==> src/rtl/mrinit_pkg.sv <==
package mrinit_pkg;
  localparam int unsigned NUM_CMDS = 6;
  localparam int unsigned IDX_W    = $clog2(NUM_CMDS);
  localparam int unsigned WORD_W   = 32;
  localparam int unsigned VAL_W    = 28;
  localparam int unsigned RANK_LSB = 28;
  localparam int unsigned DUAL_BIT_CH0 = 17;
  localparam int unsigned DUAL_BIT_CH1 = 16;

  typedef enum logic [2:0] {
    ST_IDLE, ST_SETTLE, ST_ISSUE, ST_GAP, ST_DONE
  } seq_state_t;

  function automatic logic [WORD_W-1:0] pack_cmd(input logic rank,
                                                 input logic [VAL_W-1:0] val);
    logic [WORD_W-1:0] w;
    w = '0;
    w[VAL_W-1:0] = val;
    w = w | (WORD_W'(rank) << RANK_LSB);
    return w;
  endfunction

  function automatic logic dual_from_cfg(input logic [31:0] cfg, input logic chan);
    return chan ? cfg[DUAL_BIT_CH1] : cfg[DUAL_BIT_CH0];
  endfunction

  function automatic int unsigned max4(input int unsigned a, input int unsigned b,
                                       input int unsigned c, input int unsigned d);
    int unsigned m;
    m = a;
    if (b > m) m = b;
    if (c > m) m = c;
    if (d > m) m = d;
    return m;
  endfunction
endpackage

==> src/rtl/mrinit_timer.sv <==
module mrinit_timer #(
  parameter int unsigned CNT_W = 16
) (
  input  logic             clk,
  input  logic             rst_n,
  input  logic             load_i,
  input  logic [CNT_W-1:0] load_val_i,
  output logic [CNT_W-1:0] cnt_o,
  output logic             zero_o
);
  logic [CNT_W-1:0] cnt_q;

  always_ff @(posedge clk or negedge rst_n) begin
    if (!rst_n)                cnt_q <= '0;
    else if (load_i)           cnt_q <= load_val_i;
    else if (cnt_q != '0)      cnt_q <= cnt_q - 1'b1;
  end

  assign cnt_o  = cnt_q;
  assign zero_o = (cnt_q == '0);


  load_take_chk: assert property (@(posedge clk) disable iff (!rst_n)
    load_i |=> cnt_q == $past(load_val_i));


  count_down_chk: assert property (@(posedge clk) disable iff (!rst_n)
    (!load_i && cnt_q != '0) |=> cnt_q == $past(cnt_q) - 1'b1);
endmodule

==> src/rtl/mrinit_cmdrom.sv <==
module mrinit_cmdrom
  import mrinit_pkg::*;
#(
  parameter int unsigned CNT_W          = 16,
  parameter int unsigned LONG_HOLD_CYC  = 2000,
  parameter int unsigned SHORT_HOLD_CYC = 200
) (
  input  logic [IDX_W-1:0] idx_i,
  input  logic [VAL_W-1:0] reset_val_i,
  input  logic [VAL_W-1:0] zqinit_val_i,
  input  logic [VAL_W-1:0] iostr_val_i,
  input  logic [VAL_W-1:0] cfga_val_i,
  input  logic [VAL_W-1:0] cfgb_val_i,
  input  logic [VAL_W-1:0] odt_val_i,
  output logic [VAL_W-1:0] val_o,
  output logic [CNT_W-1:0] hold_o
);
  logic [VAL_W-1:0] table_v [NUM_CMDS];

  function automatic logic [CNT_W-1:0] hold_for(input logic [IDX_W-1:0] i);
    return (i == '0) ? CNT_W'(LONG_HOLD_CYC) : CNT_W'(SHORT_HOLD_CYC);
  endfunction

  always_comb begin
    table_v[0] = reset_val_i;
    table_v[1] = zqinit_val_i;
    table_v[2] = iostr_val_i;
    table_v[3] = cfga_val_i;
    table_v[4] = cfgb_val_i;
    table_v[5] = odt_val_i;
  end

  always_comb begin
    val_o = '0;
    for (int k = 0; k < NUM_CMDS; k++)
      if (idx_i == IDX_W'(k)) val_o = table_v[k];
    hold_o = hold_for(idx_i);
  end
endmodule

==> src/rtl/mrinit_ctrl.sv <==
module mrinit_ctrl
  import mrinit_pkg::*;
#(
  parameter int unsigned CNT_W      = 16,
  parameter int unsigned SETTLE_CYC = 40000,
  parameter int unsigned GAP_CYC    = 1
) (
  input  logic             clk,
  input  logic             rst_n,
  input  logic             start_i,
  input  logic             dual_cfg_i,
  input  logic             tmr_zero_i,
  input  logic [CNT_W-1:0] cur_hold_i,
  output seq_state_t       state_o,
  output logic [IDX_W-1:0] idx_o,
  output logic             rank_o,
  output logic             tmr_load_o,
  output logic [CNT_W-1:0] tmr_val_o
);
  localparam logic [IDX_W-1:0] LAST_IDX = IDX_W'(NUM_CMDS - 1);

  seq_state_t       st_q, st_n;
  logic [IDX_W-1:0] idx_q, idx_n;
  logic             rank_q, rank_n, dual_q, dual_n, fin_q, fin_n;

  always_comb begin
    st_n = st_q; idx_n = idx_q; rank_n = rank_q; dual_n = dual_q; fin_n = fin_q;
    tmr_load_o = 1'b0;
    tmr_val_o  = '0;
    unique case (st_q)
      ST_IDLE: if (start_i) begin
        st_n = ST_SETTLE; dual_n = dual_cfg_i;
        idx_n = '0; rank_n = 1'b0; fin_n = 1'b0;
        tmr_load_o = 1'b1; tmr_val_o = CNT_W'(SETTLE_CYC - 1);
      end
      ST_SETTLE: if (tmr_zero_i) begin
        st_n = ST_ISSUE; tmr_load_o = 1'b1; tmr_val_o = cur_hold_i - 1'b1;
      end
      ST_ISSUE: if (tmr_zero_i) begin
        st_n = ST_GAP; tmr_load_o = 1'b1; tmr_val_o = CNT_W'(GAP_CYC - 1);
        if (idx_q != LAST_IDX)          idx_n = idx_q + 1'b1;
        else if (!rank_q && dual_q)     begin idx_n = '0; rank_n = 1'b1; end
        else                            fin_n = 1'b1;
      end
      ST_GAP: if (tmr_zero_i) begin
        if (fin_q) st_n = ST_DONE;
        else begin
          st_n = ST_ISSUE; tmr_load_o = 1'b1; tmr_val_o = cur_hold_i - 1'b1;
        end
      end
      ST_DONE: st_n = ST_IDLE;
      default: st_n = ST_IDLE;
    endcase
  end

  always_ff @(posedge clk or negedge rst_n) begin
    if (!rst_n) begin
      st_q <= ST_IDLE; idx_q <= '0; rank_q <= 1'b0; dual_q <= 1'b0; fin_q <= 1'b0;
    end else begin
      st_q <= st_n; idx_q <= idx_n; rank_q <= rank_n; dual_q <= dual_n; fin_q <= fin_n;
    end
  end

  assign state_o = st_q;
  assign idx_o   = idx_q;
  assign rank_o  = rank_q;


  settle_entry_chk: assert property (@(posedge clk) disable iff (!rst_n)
    (st_q == ST_SETTLE && $past(st_q) != ST_SETTLE) |-> $past(st_q) == ST_IDLE);


  done_pulse_chk: assert property (@(posedge clk) disable iff (!rst_n)
    st_q == ST_DONE |=> st_q == ST_IDLE);


  order_step_chk: assert property (@(posedge clk) disable iff (!rst_n)
    (st_q == ST_GAP && $past(st_q) == ST_ISSUE && !fin_q) |->
      (idx_q == $past(idx_q) + 1'b1) || (idx_q == '0 && rank_q && !$past(rank_q)));


  rank1_dual_chk: assert property (@(posedge clk) disable iff (!rst_n)
    rank_q |-> dual_q);


  dual_hold_chk: assert property (@(posedge clk) disable iff (!rst_n)
    (st_q != ST_IDLE && $past(st_q) != ST_IDLE) |-> $stable(dual_q));
endmodule

==> src/rtl/mrinit_seq.sv <==
module mrinit_seq
  import mrinit_pkg::*;
#(
  parameter int unsigned SETTLE_CYC     = 40000,
  parameter int unsigned LONG_HOLD_CYC  = 2000,
  parameter int unsigned SHORT_HOLD_CYC = 200,
  parameter int unsigned GAP_CYC        = 1
) (
  input  logic              clk,
  input  logic              rst_n,
  input  logic              start_i,
  input  logic              chan_sel_i,
  input  logic [31:0]       rank_cfg_i,
  input  logic [27:0]       mr_reset_val_i,
  input  logic [27:0]       mr_zqinit_val_i,
  input  logic [27:0]       mr_iostr_val_i,
  input  logic [27:0]       mr_cfga_val_i,
  input  logic [27:0]       mr_cfgb_val_i,
  input  logic [27:0]       mr_odt_val_i,
  output logic [31:0]       cmd_word_o,
  output logic              cmd_req_o,
  output logic              done_o
);
  localparam int unsigned MAX_CYC = max4(SETTLE_CYC, LONG_HOLD_CYC, SHORT_HOLD_CYC, GAP_CYC);
  localparam int unsigned CNT_W   = $clog2(MAX_CYC + 1);

  seq_state_t       state;
  logic [IDX_W-1:0] cmd_idx;
  logic             cur_rank, dual_cfg;
  logic             tmr_load, tmr_zero;
  logic [CNT_W-1:0] tmr_val, tmr_cnt, cur_hold;
  logic [VAL_W-1:0] cur_val;
  logic             unused_cfg;

  assign dual_cfg   = dual_from_cfg(rank_cfg_i, chan_sel_i);
  assign unused_cfg = ^{rank_cfg_i[31:18], rank_cfg_i[15:0], tmr_cnt};

  mrinit_ctrl #(.CNT_W(CNT_W), .SETTLE_CYC(SETTLE_CYC), .GAP_CYC(GAP_CYC)) u_ctrl (
    .clk(clk), .rst_n(rst_n), .start_i(start_i), .dual_cfg_i(dual_cfg),
    .tmr_zero_i(tmr_zero), .cur_hold_i(cur_hold), .state_o(state),
    .idx_o(cmd_idx), .rank_o(cur_rank), .tmr_load_o(tmr_load), .tmr_val_o(tmr_val)
  );

  mrinit_timer #(.CNT_W(CNT_W)) u_timer (
    .clk(clk), .rst_n(rst_n), .load_i(tmr_load), .load_val_i(tmr_val),
    .cnt_o(tmr_cnt), .zero_o(tmr_zero)
  );

  mrinit_cmdrom #(.CNT_W(CNT_W), .LONG_HOLD_CYC(LONG_HOLD_CYC),
                  .SHORT_HOLD_CYC(SHORT_HOLD_CYC)) u_rom (
    .idx_i(cmd_idx), .reset_val_i(mr_reset_val_i), .zqinit_val_i(mr_zqinit_val_i),
    .iostr_val_i(mr_iostr_val_i), .cfga_val_i(mr_cfga_val_i), .cfgb_val_i(mr_cfgb_val_i),
    .odt_val_i(mr_odt_val_i), .val_o(cur_val), .hold_o(cur_hold)
  );

  assign cmd_req_o  = (state == ST_ISSUE);
  assign done_o     = (state == ST_DONE);
  assign cmd_word_o = cmd_req_o ? pack_cmd(cur_rank, cur_val) : '0;

  // Independent run-length counter of strobe-high cycles, for the hold check
  logic [CNT_W-1:0] hi_run;
  always_ff @(posedge clk or negedge rst_n) begin
    if (!rst_n)         hi_run <= '0;
    else if (cmd_req_o) hi_run <= hi_run + 1'b1;
    else                hi_run <= '0;
  end


  hold_len_chk: assert property (@(posedge clk) disable iff (!rst_n)
    $fell(cmd_req_o) |-> hi_run == $past(cur_hold));


  idle_word_chk: assert property (@(posedge clk) disable iff (!rst_n)
    !cmd_req_o |-> cmd_word_o == '0);


  word_stable_chk: assert property (@(posedge clk) disable iff (!rst_n)
    (cmd_req_o && $past(cmd_req_o)) |-> $stable(cmd_word_o));
endmodule

==> config.mk <==
export PLATFORM = sky130hd
export DESIGN_NAME = mrinit_seq
export DESIGN_NICKNAME = d
export VERILOG_FILES = /design/src/rtl/mrinit_pkg.sv /design/src/rtl/mrinit_timer.sv /design/src/rtl/mrinit_cmdrom.sv /design/src/rtl/mrinit_ctrl.sv /design/src/rtl/mrinit_seq.sv
export SDC_FILE = /design/constraint.sdc
export NUM_CORES = 1
export LEC_CHECK = 0
export BUFFER_PORTS_ARGS = -buffer_cell sky130_fd_sc_hd__buf_2
export CORE_MARGIN = 4
export CORE_UTILIZATION = 41
export DETAILED_ROUTE_END_ITERATION = 8
export PLACE_DENSITY = 0.81
export SLEW_MARGIN = 10
export SYNTH_ARGS = -nofsm -noshare
export SYNTH_HDL_FRONTEND = slang
export SYNTH_SLANG_ARGS = --single-unit
==> constraint.sdc <==
create_clock -name clk -period 3 [get_ports clk]
set_input_delay 0.3 -clock clk [delete_from_list [all_inputs] [get_ports clk]]
set_output_delay 0.3 -clock clk [all_outputs]
set_load 0.005 [all_outputs]
Word-level counts from Yosys, hierarchy flattened
Cells that the tools add are included.
{"block": "totals", "register_bits": 25, "in_bits": 204, "output_inout_bits": 34, "wordCells": 83}
{"block": "classes", "addsub": 3, "n_eq_ne": 18, "muxes": 41, "n_bitwise": 1, "n_reduce_logical": 14}
{"operator": "$mux W28", "n": 6}
{"operator": "$mux W16", "n": 6}
{"operator": "$pmux W16 S3", "n": 1}
{"operator": "$sub A16 B1 Y16 const B", "n": 2}
{"operator": "$mux W29", "n": 1}
{"operator": "$or A28 B29 Y29", "n": 1}
{"operator": "$mux W3", "n": 9}
{"operator": "$logic_not A16 Y1", "n": 1}
{"operator": "$reduce_bool A16 Y1", "n": 1}
{"operator": "$eq A3 B2 Y1 const B", "n": 4}
{"operator": "$mux W1", "n": 12}
{"operator": "$pmux W3 S4", "n": 1}
{"operator": "$mux W11", "n": 1}
{"operator": "$ne A2 B2 Y1 const B", "n": 5}
{"operator": "$reduce_and A5 Y1", "n": 2}
{"operator": "$eq A3 B3 Y1 const B", "n": 3}
{"operator": "$reduce_and A4 Y1", "n": 2}
{"operator": "$eq A3 B1 Y1 const B", "n": 2}
{"operator": "$logic_not A3 Y1", "n": 2}
{"operator": "$pmux W3 S2", "n": 1}
{"operator": "$ne A2 B1 Y1 const B", "n": 2}
{"operator": "$pmux W1 S2", "n": 2}
{"operator": "$reduce_bool A2 Y1", "n": 2}
{"operator": "$add A3 B1 Y3 const B", "n": 1}
{"operator": "7 further kinds", "n": 7}

Logic depth before layout (Yosys ltp)
Gate-level depths: netlist of run 1.
{"block": "logic_depth", "word_depth": 9, "mapped_depth": 9}

Cells and area by module
Synthesis of run 1 repeated with hierarchy kept, for this count alone.
{"block": "unflattened", "cells_unflattened": 444, "hier_area_um2": 4091.4}
{"mod": "mrinit_cmdrom", "n_inst": 1, "cells_per_inst": 180, "area_each_um2": 1617.8}
{"mod": "mrinit_timer", "n_inst": 1, "cells_per_inst": 107, "area_each_um2": 999.7}
{"mod": "mrinit_ctrl", "n_inst": 1, "cells_per_inst": 112, "area_each_um2": 839.6}
{"mod": "mrinit_seq", "n_inst": 1, "cells_per_inst": 45, "area_each_um2": 634.4}

Worst setup path after synthesis of run 1
OpenSTA, ideal clock, no wires.
{"block": "synth_path", "kind": "flip-flop to output port", "start": "register u_ctrl.idx_q[1] (netlist: u_ctrl.idx_o[1])", "end": "output port cmd_word_o[10]", "t_arrival_ns": 2.234, "required_time_ns": 2.700, "setup_slack_ns": 0.466, "stages_incl_launch_ff": 10, "n_path_buf": 5, "path_cell_list": "dfrtp_1 > buf_2 > buf_2 > clkbuf_1 > and2_1 > ha_1 > buf_2 > clkbuf_1 > mux2i_1 > o22ai_1"}
{"block": "synth_via", "elab_chain_len": 9}
{"element": "from (decl)", "line_no": "mrinit_ctrl.sv:23", "source": "logic [IDX_W-1:0] idx_q, idx_n;"}
{"element": "from (signal assigned)", "line_no": "mrinit_ctrl.sv:60", "source": "st_q <= st_n; idx_q <= idx_n; rank_q <= rank_n; dual_q <= dual_n; fin_q <= fin_n;"}
{"element": "$logic_not A3 Y1", "line_no": "mrinit_cmdrom.sv:36", "source": "if (idx_i == IDX_W'(k)) val_o = table_v[k];"}
{"element": "$mux W28 (5 in a row)", "line_no": "mrinit_cmdrom.sv:36"}
{"element": "$mux W28 (*)", "line_no": "mrinit_cmdrom.sv:36"}
{"element": "$or A28 B29 Y29 (*)", "line_no": "mrinit_pkg.sv:19", "source": "w = w | (WORD_W'(rank) << RANK_LSB);"}
{"element": "$mux W29 (*)", "line_no": "mrinit_seq.sv:58", "source": "assign cmd_word_o = cmd_req_o ? pack_cmd(cur_rank, cur_val) : '0;"}
{"element": "to (decl)", "line_no": "mrinit_seq.sv:20", "source": "output logic [31:0] cmd_word_o,"}
Every way passes the cells marked *; elsewhere a longest branch is shown, timed or not.

Worst setup path in the final report of run 1
{"block": "layout_path", "start": "register u_ctrl.idx_q[0] (netlist: u_ctrl.idx_o[0])", "end": "output port cmd_word_o[26]"}
The elaborated chain is that of the path after synthesis.

==> results of run 1 <==
## kinds of logic (layout without fill, tap and decap cells)
family	count (synthesis)	after routing	synth area share, %
AOI/OAI and AO/OA	124	124	28.7
xor gates and xnor gates	5	5	1.36
adders and majority gates	3	3	1.17
buffers and inverters	44	221	6.23
DFF	25	25	19.5
muxes	85	85	27.6
other	1	3	0.117
and+or+nand+nor	76	76	15.4
## sequential cells by signal, summed over array words and instances (netlist names)
register and cells:
u_ctrl.dual_q 1, u_ctrl.rank_o 1, u_ctrl.state_o 3, u_ctrl.fin_q 1
u_timer.cnt_o 16, u_ctrl.idx_o 3
## metal layers
layer	wire length, um	track usage [%]
met5	0	0
met4	259	7.94
met3	1180	5.50
met2	5600	36.7
met1	4500	29.8
## metrics by stage
step / area (sq um) / utilization, % / setup WS (ps) / cells
after floorplan: 3220 / - / 466 / 365
after global placement: 4280 / 55.7 / 879 / 640
after detailed placement: 4280 / 55.7 / 826 / 640
after CTS: 4330 / 56.3 / 506 / 644
after global routing: 4330 / 56.3 / 334 / 644
final: 4330 / 56.3 / 512 / 644
## cell usage in the layout (no fill, tap or decap), drive strengths merged, types with 5 or more instances in the layout
cell,n
mux2,28
nor3,9
a32oi,28
dfrtp,25
o21ai,17
o22ai,28
a21oi,7
inv,5
nand2,15
buf,212
o2bb2ai,28
nor2,12
mux2i,57
## worst paths after layout
path	endpoint	cells past startpoint	start	slack (ps)
hold / removal	u_timer.cnt_o[4]	1	rst_n	3
hold reg to reg	u_ctrl.dual_q	2	u_ctrl.dual_q	490
setup / recovery	cmd_word_o[26]	5	u_ctrl.idx_o[0]	510
max in group asynchronous	u_ctrl.idx_o[0]	1	rst_n	2580
min in group clk	u_ctrl.dual_q	3	rank_cfg_i[17]	330
setup reg to reg	u_timer.cnt_o[3]	5	u_ctrl.idx_o[0]	900
## worst max-delay path, delay by kind of cell (launching register included)
kind | cells | cell delay, ps
mux | 1 | 400
compound gates | 2 | 280
flops | 1 | 490
buf+inv | 2 | 680
## power groups by stage
stage / clock (mW) / sequential (mW) / combinational, mW
after global placement: 0 / 0.351 / 0.182
after global routing: 0.225 / 0.346 / 0.211
after floorplan: 0 / 0.350 / 0.0605
final: 0.213 / 0.345 / 0.190
after detailed placement: 0 / 0.351 / 0.189
after CTS: 0.211 / 0.344 / 0.190
## cell type report
class | instances | area, sq um | area share (%)
Sequential cell | 25 | 628 | 14.5
Clock buffer | 4 | 45.0 | 1.04
Multi-Input combinational cell | 296 | 2400 | 55.5
Inverter | 5 | 18.8 | 0.434
Tap cell | 102 | 128 | 2.95
Timing Repair Buffer | 212 | 1110 | 25.6
==> impl_metrics.toml, run 1 <==
[run_status]
status = "finished clean"

[finish]
drive_gt1_share_pct = 48.0
area_delta_synth_final_pct = 34.7
nets = 750
antenna_cells = 0
fillers = 698

[critical_path]
cp.arrival_ps = 2190
cp_max_fo = 54
cp-end-kind = "primary output"
crit_type = "flip-flop to primary output"
crit_slowest_cell = "buf_4"
start_kind = "flip-flop"
cp_cell_sequence = "buf_4 -> mux2_2 -> a32oi_1 -> o22ai_1 -> buf_2"
cp.required_ps = 2700
slowest_delay_ps = 510

[power_and_ir_drop]
seqPwrFrac_pct = 46.1
pwr-share-comb_pct = 25.4
power_density_nw_per_um2 = 173
p_total_uw = 747
power.share.clock_pct = 28.5
switching_share_pct = 25.9
switchingPower_uw = 194
ir_drop_mv = 0.155
p_leak_nw = 1.99
internal_power_uw = 553

[clock_tree]
cts_resized = 0
cts_setup_buffers = 0
worstSkewPairLatency_ps = 280
hold_buffers = 0
path_clk_slew_ps = 90
tritoncts = "done"
htree_levels = 1
root_buffer = "clkbuf_8"
cts_buffer_depth = 2
cts_buffers = 3
numClockSinks = 25

[die]
die_x_um = 96.5
ioPinCount = 238
die_h_um = 96.5
fp-row-count = 32
start_util_pct = 41.8
die_area_sq_um = 9320
core-area_sq_um = 7690

[grt]
grt_max_degree = 55
first_global_vias = 3557
gr-usage-all-layers_pct = 22.8
grt_pass1_wl_mm = 17.0
antenna_found_initial = 0
overflow = 0

[placement]
dp_hpwl_mm = 8.89
port_buffers = 204
place.gp.congestion = 0.864

[timing]
relSlewSlack_pct = 44.8
max_freq_mhz = 402
worstMarginPinSlew_ps = 821
period_needed_ps = 2490
whs_ps = 2.64
tns_ps = 0
setup_viol = 0
hold_viol = 0
rsz0062_at_grt = "no"
drv_slew = 0
post-route-period-util_pct = 82.9
clock_skew_ps = 2.03

[yosys]
yosys-top-cells-count = "57 x mux2i_1, 28 x a32oi_1, 28 x mux2_2, 28 x o22ai_1, 28 x o2bb2ai_1"
synth_top_area_share_pct = 19.5
seq_area_frac_synth_pct = 19.5
synthFlopType = "dfrtp_1"
async_flop_share_pct = 100
synth.yosys.warnings = 0
synth_edf_count = 0
syn_area_per_cell_sq_um = 8.85
synth_area_sq_um = 3210
synth_top_area_cell = "dfrtp_1"
syn_inst = 363
yosysMostFrequentCell = "mux2i_1"
synth_seq_cells = 25
ys_types = 53
yosys-top-cells-area = "dfrtp_1 19%, mux2i_1 18%, mux2_2 9.8%"

[route]
viasPerCell = 5.93
via_count = 3816
initialDrtViolationCount = 234
dr.pass1.iters = 5
routedWlPerCell_um = 17.9
routed_wl_mm = 11.5
drc_errors = 0
detail-route-antenna-nets = 0

[job]
max_cap_violations = 0

[hold_path]
hp-class = "input pin to async pin"
No activity file was read; power rests on OpenSTA's default activity.
==> run 2: changes to the inputs <==
Settings changed: ABC_AREA set to 1, CORE_UTILIZATION 41 to 37, PLACE_DENSITY 0.81 to 0.78.
Clock period 3 ns to 2.05 ns, I/O delays scaled along.
==> run 2 against run 1 <==
Effect of this change: die area increased by 6.5%; sequential share of layout area decreased by 1.0 points; clock skew increased by 1.2 ps; worst setup slack got worse by 470 ps; first-iteration DRC count increased by 41%; sequential cell count unchanged; design area increased by 7.5%; sequential power increased by 43%; via count increased by 21%; routed wire length increased by 24%; critical path type unchanged.
==> impl_metrics.toml, run 2 <==
[run_status]
status = "finished clean"

[clock_tree]
path_clk_slew_ps = 90
numClockSinks = 25
worstSkewPairLatency_ps = 270
cts_buffers = 3
cts_buffer_depth = 2
root_buffer = "clkbuf_8"
tritoncts = "done"
htree_levels = 1

[route]
met2WireLength_mm = 7.04
viasPerCell = 5.50
routed_wl_mm = 14.3
detail-route-antenna-nets = 0
routedWlPerCell_um = 17.0
dr.pass1.iters = 7
via_count = 4625
wirelength_met1_mm = 5.54
routed.top_layer = "met4"
dr_wl_met3_mm = 1.47
drc_errors = 0
initialDrtViolationCount = 330

[critical_path]
cp.arrival_ps = 1800
cp.required_ps = 1850
crit_slowest_cell = "dfrtp_2"
crit_type = "flip-flop to primary output"
cp_cell_sequence = "inv_2 -> nand2_4 -> nor2_4 -> buf_12 -> buf_12 -> nand2_1 -> nand4_1 -> nand3_1 -> a21oi_1 -> buf_2"
slowest_delay_ps = 460
ff2ff_path_depth = 11
reg2reg_slack_ps = 250
critPathMostFrequentCell = "buf_12"
r2r_start = "u_timer.cnt_o[1]"
startpoint = "u_ctrl.idx_o[1]"
cp_max_fo = 9
worstReg2RegEnd = "u_timer.cnt_o[7]"
timing.critical_path.to = "cmd_word_o[22]"
cp-end-kind = "primary output"
start_kind = "flip-flop"

[timing]
setup_viol = 0
period_needed_ps = 2010
setup_slack_ps = 43.0
relSlewSlack_pct = 61.9
post-route-period-util_pct = 97.9
hold_viol = 0
whs_ps = 228
drv_slew = 0
tns_ps = 0
max_freq_mhz = 498
worstMarginPinSlew_ps = 571
rsz0062_at_grt = "yes"
clock_skew_ps = 3.20

[power_and_ir_drop]
p_total_mw = 1.03
switchingPower_uw = 253
internal_power_uw = 777
ir_drop_mv = 0.218
pwr-share-comb_pct = 23.1
power.share.clock_pct = 29.1
seqPwrFrac_pct = 47.8
power_density_nw_per_um2 = 222
p_leak_nw = 2.37
switching_share_pct = 24.6

[finish]
mostFrequentLayoutCell = "buf_2"
fillers = 778
fin_util_pct = 56.9
final_cell_mix = "204 x buf_2, 128 x nand2_1, 67 x nand3_1"
largest_reg_flops = 16
area_delta_synth_final_pct = 49.8
antenna_cells = 0
drive_gt1_share_pct = 41.2
nets = 944

[yosys]
ys_types = 31
synth_top_area_cell = "dfrtp_1"
yosysMostFrequentCell = "nand2_1"
async_flop_share_pct = 100
synth.yosys.warnings = 0
yosys-top-cells-area = "dfrtp_1 20%, nand2_1 16%, a21oi_1 11%"
synthFlopType = "dfrtp_1"
seq_area_frac_synth_pct = 20.1
synth_area_sq_um = 3110
synth_top_area_share_pct = 20.1
syn_area_per_cell_sq_um = 5.86
synth_seq_cells = 25
syn_inst = 530
synth_edf_count = 0
yosys-top-cells-count = "132 x nand2_1, 69 x a21oi_1, 67 x nand3_1, 32 x nand4_1, 32 x nor2_1"

[grt]
grt_max_degree = 31
gr-usage-all-layers_pct = 24.7
grt_pass1_wl_mm = 20.3
first_global_vias = 4354
overflow = 0
antenna_found_initial = 0

[die]
fp-row-count = 33
core-area_sq_um = 8180
start_util_pct = 38.0
ioPinCount = 238
die_area_sq_um = 9920
die_x_um = 99.6
die_h_um = 99.6

[placement]
dp_hpwl_mm = 10.2
dp_slack_ps = 230
port_buffers = 204
place.gp.congestion = 0.986

[hold_path]
hp-class = "input pin to flip-flop"
min-delay-start = "chan_sel_i"

[job]
max_cap_violations = 0
## run 2: changes by cell type after synthesis, sizes merged, moves of 29 or more
cell,change
nand2,+121
nand3,+64
a21oi,+62
mux2i,-57
nor2,+31
inv,+29
nand4,+29
## run 2: repair_timing
action,4_1_cts,5_1_grt
pin swaps,0,5
hold buffers,1,0
endpoints found under the setup margin,17,28
buffers inserted,1,2
cloned,1,9
gates resized for setup,4,31
endpoints found under the hold margin,25,0
## run 2: critical path, delay by kind of cell, from the launching register on
kind                   cells  cell delay, ps
DFF                        1             460
AOI/OAI and AO/OA          1             130
buffers and inverters      4             490
and+or+nand+nor            5             440
## run 2: cell families (layout without fill, tap and decap cells)
| group | after synthesis | in the layout | synth area share (%) |
|---|---|---|---|
| adder cells (fa/ha/maj) | 3 | 3 | 1.21 |
| AND/OR/NAND/NOR | 318 | 318 | 49.2 |
| flip-flops | 25 | 25 | 20.1 |
| buffers and inverters | 67 | 271 | 9.59 |
| other | 1 | 3 | 0.121 |
| XOR/XNOR | 8 | 8 | 2.26 |
| AO/OA/AOI/OAI | 108 | 108 | 17.5 |
## run 2: layout make-up
class                      instances  area, sq um  area share, %
multi-input combinational        440         2250           48.3
timing repair buffer             232         1450           31.2
sequential                        25          628           13.5
inverter                          34          143           3.07
tap                              105          131           2.82
clock buffer                       4         45.0          0.969
timing repair inverter             1         6.26          0.135
## run 2: power by group through the flow
stage	Clock [mW]	Combinational [mW]	Sequential, mW
finish	0.300	0.238	0.493
CTS	0.310	0.233	0.493
global placement	0	0.227	0.502
floorplan	0	0.0523	0.503
global route	0.333	0.261	0.493
detailed placement	0	0.229	0.502
## run 2: worst min-delay path by stage
stage,end,slack (ps),cells past startpoint
final,u_ctrl.dual_q,230,4
after global routing,u_ctrl.dual_q,240,4
after CTS,u_ctrl.dual_q,240,4
after detailed placement,u_timer.cnt_o[5],240,1
after global placement,u_timer.cnt_o[15],230,1
after floorplan,u_ctrl.dual_q,-90,0
## run 2: layer usage
metal / global-route usage [%] / up-vias
li1: - / 2198
met1: 31.6 / 2117
met2: 43.5 / 283
met3: 2.59 / 27
met4: 7.67 / 0
met5: 0 / -
## run 2: through the flow
| step | std cells | area [sq um] |
|---|---|---|
| final | 841 | 4650 |
| after CTS | 830 | 4360 |
| after global placement | 823 | 4260 |
| after floorplan | 532 | 3110 |
| after detailed placement | 823 | 4260 |
| after global routing | 841 | 4650 |
==> run 3: changes to the inputs <==
Settings changed: PLACE_DENSITY 0.78 to 0.85, REMOVE_ABC_BUFFERS set to 1.
==> run 3 against run 2 <==
Effect of this change: clock power about the same; clock skew about the same; critical path type unchanged; register-to-register slack about the same; design area increased by 1.0%; utilization increased by 0.60 points; sequential cell count unchanged; critical path depth decreased by 1; power decreased by 1.0%; first-iteration DRC count decreased by 24%.
==> impl_metrics.toml, run 3 (synthesis gave the netlist of run 2 again) <==
[route]
routedWlPerCell_um = 16.3
drc_errors = 0
viasPerCell = 5.40
dr.pass1.iters = 4
routed_wl_mm = 13.8
initialDrtViolationCount = 251
via_count = 4576
detail-route-antenna-nets = 0

[grt]
gr-usage-all-layers_pct = 23.3
antenna_found_initial = 3
grt_max_degree = 38
first_global_vias = 3819
grt_pass1_wl_mm = 19.0
overflow = 0

[clock_tree]
worstSkewPairLatency_ps = 270
htree_levels = 1
cts_buffers = 3
cts_buffer_depth = 2
root_buffer = "clkbuf_8"
path_clk_slew_ps = 90
tritoncts = "done"
numClockSinks = 25

[placement]
port_buffers = 204
place.gp.congestion = 0.973
dp_hpwl_mm = 9.75
dp_slack_ps = 151
dp.cells = 823
dpl-instance-area_sq_um = 4290

[finish]
regArea_sq_um = 629
area_delta_synth_final_pct = 51.3
final_cell_mix = "205 x buf_2, 128 x nand2_1, 63 x nand3_1"
drive_gt1_share_pct = 42.1
nets = 949
fin_cells = 848
fillers = 798
mostFrequentLayoutCell = "buf_2"
final_cell_area_sq_um = 4700
multiInputGateArea_sq_um = 2260
largest_reg_flops = 16

[die]
core-area_sq_um = 8180
die_x_um = 99.6
die_h_um = 99.6
fp-row-count = 33
ioPinCount = 238
start_util_pct = 38.0
die_area_sq_um = 9920

[timing]
setup_viol = 0
rsz0062_at_grt = "yes"
max_freq_mhz = 492
clock_skew_ps = 2.72
worstMarginPinSlew_ps = 580
hold_viol = 0
relSlewSlack_pct = 61.3
setup_slack_ps = 15.7
drv_slew = 0
post-route-period-util_pct = 99.2
period_needed_ps = 2030

[critical_path]
reg2reg_slack_ps = 260
cp.arrival_ps = 1830
cp.required_ps = 1850
start_kind = "flip-flop"
crit_type = "flip-flop to primary output"
cp-end-kind = "primary output"
cp_max_fo = 19

[power_and_ir_drop]
p_leak_nw = 2.39
power_density_nw_per_um2 = 217
ir_drop_mv = 0.234
p_total_mw = 1.02

[hold_path]
hp-class = "input pin to flip-flop"

[run_status]
status = "finished clean"

[job]
max_cap_violations = 0
==> run 3: area by class of cell <==
type | instances | share of cell area (%)
multi-input cells | 440 | 48.1
repair buffers | 237 | 31.6
flip-flops and latches | 25 | 13.4
inverters | 34 | 2.93
well taps | 105 | 2.80
clock buffers | 4 | 0.958
repair inverters | 1 | 0.133
diodes | 2 | 0.106
==> run 3: final timing paths <==
path / from / to / cells past startpoint
max in group asynchronous: rst_n / u_ctrl.idx_o[1] / 2
worst max-delay path: u_ctrl.idx_o[0] / cmd_word_o[14] / 9
worst min-delay path: chan_sel_i / u_ctrl.dual_q / 4
min in group asynchronous: rst_n / u_ctrl.state_o[2] / 2
worst min register to register: u_ctrl.dual_q / u_ctrl.dual_q / 2
worst max register to register: u_timer.cnt_o[1] / u_timer.cnt_o[7] / 11
==> run 3: critical path: stages (launching register included) <==
cell     delay [ps]
dfrtp_2         460
nand2_1          80
inv_1            60
ha_2            180
inv_4            60
buf_12          150
or2_2           290
nand3_2          80
a21oi_1          60
buf_2           130
==> run 3: routing by layer <==
metal / global-route usage, % / up-vias / wire, um
met5: 0 / - / 20
met4: 5.78 / 2 / 351
met3: 3.93 / 40 / 1650
met2: 38.2 / 286 / 6520
met1: 31.8 / 2034 / 5290
li1: - / 2214 / -
==> run 3: metrics by stage <==
stage	TNS [ps]	util, %	hold slack (ps)
CTS	0	53.5	261
finish	0	57.5	258
floorplan	-29120	-	-90.6
global route	-1540	57.5	284
detailed placement	0	52.4	238
global placement	0	52.4	235
==> run 3: repair_timing <==
action / CTS / global route
gates resized for setup: 5 / 38
pin swaps: 1 / 13
setup endpoints to repair: 28 / 28
hold buffers: 1 / 0
cloned: 0 / 9
buffers inserted: 3 / 7
endpoints found under the hold margin: 25 / 0
==> run 3: report_power, final <==
part | switching, mW | internal [mW] | total [mW]
Sequential | 0 | 0.493 | 0.493
Combinational | 0.0839 | 0.145 | 0.229
Clock | 0.159 | 0.139 | 0.298
Total | 0.242 | 0.777 | 1.02
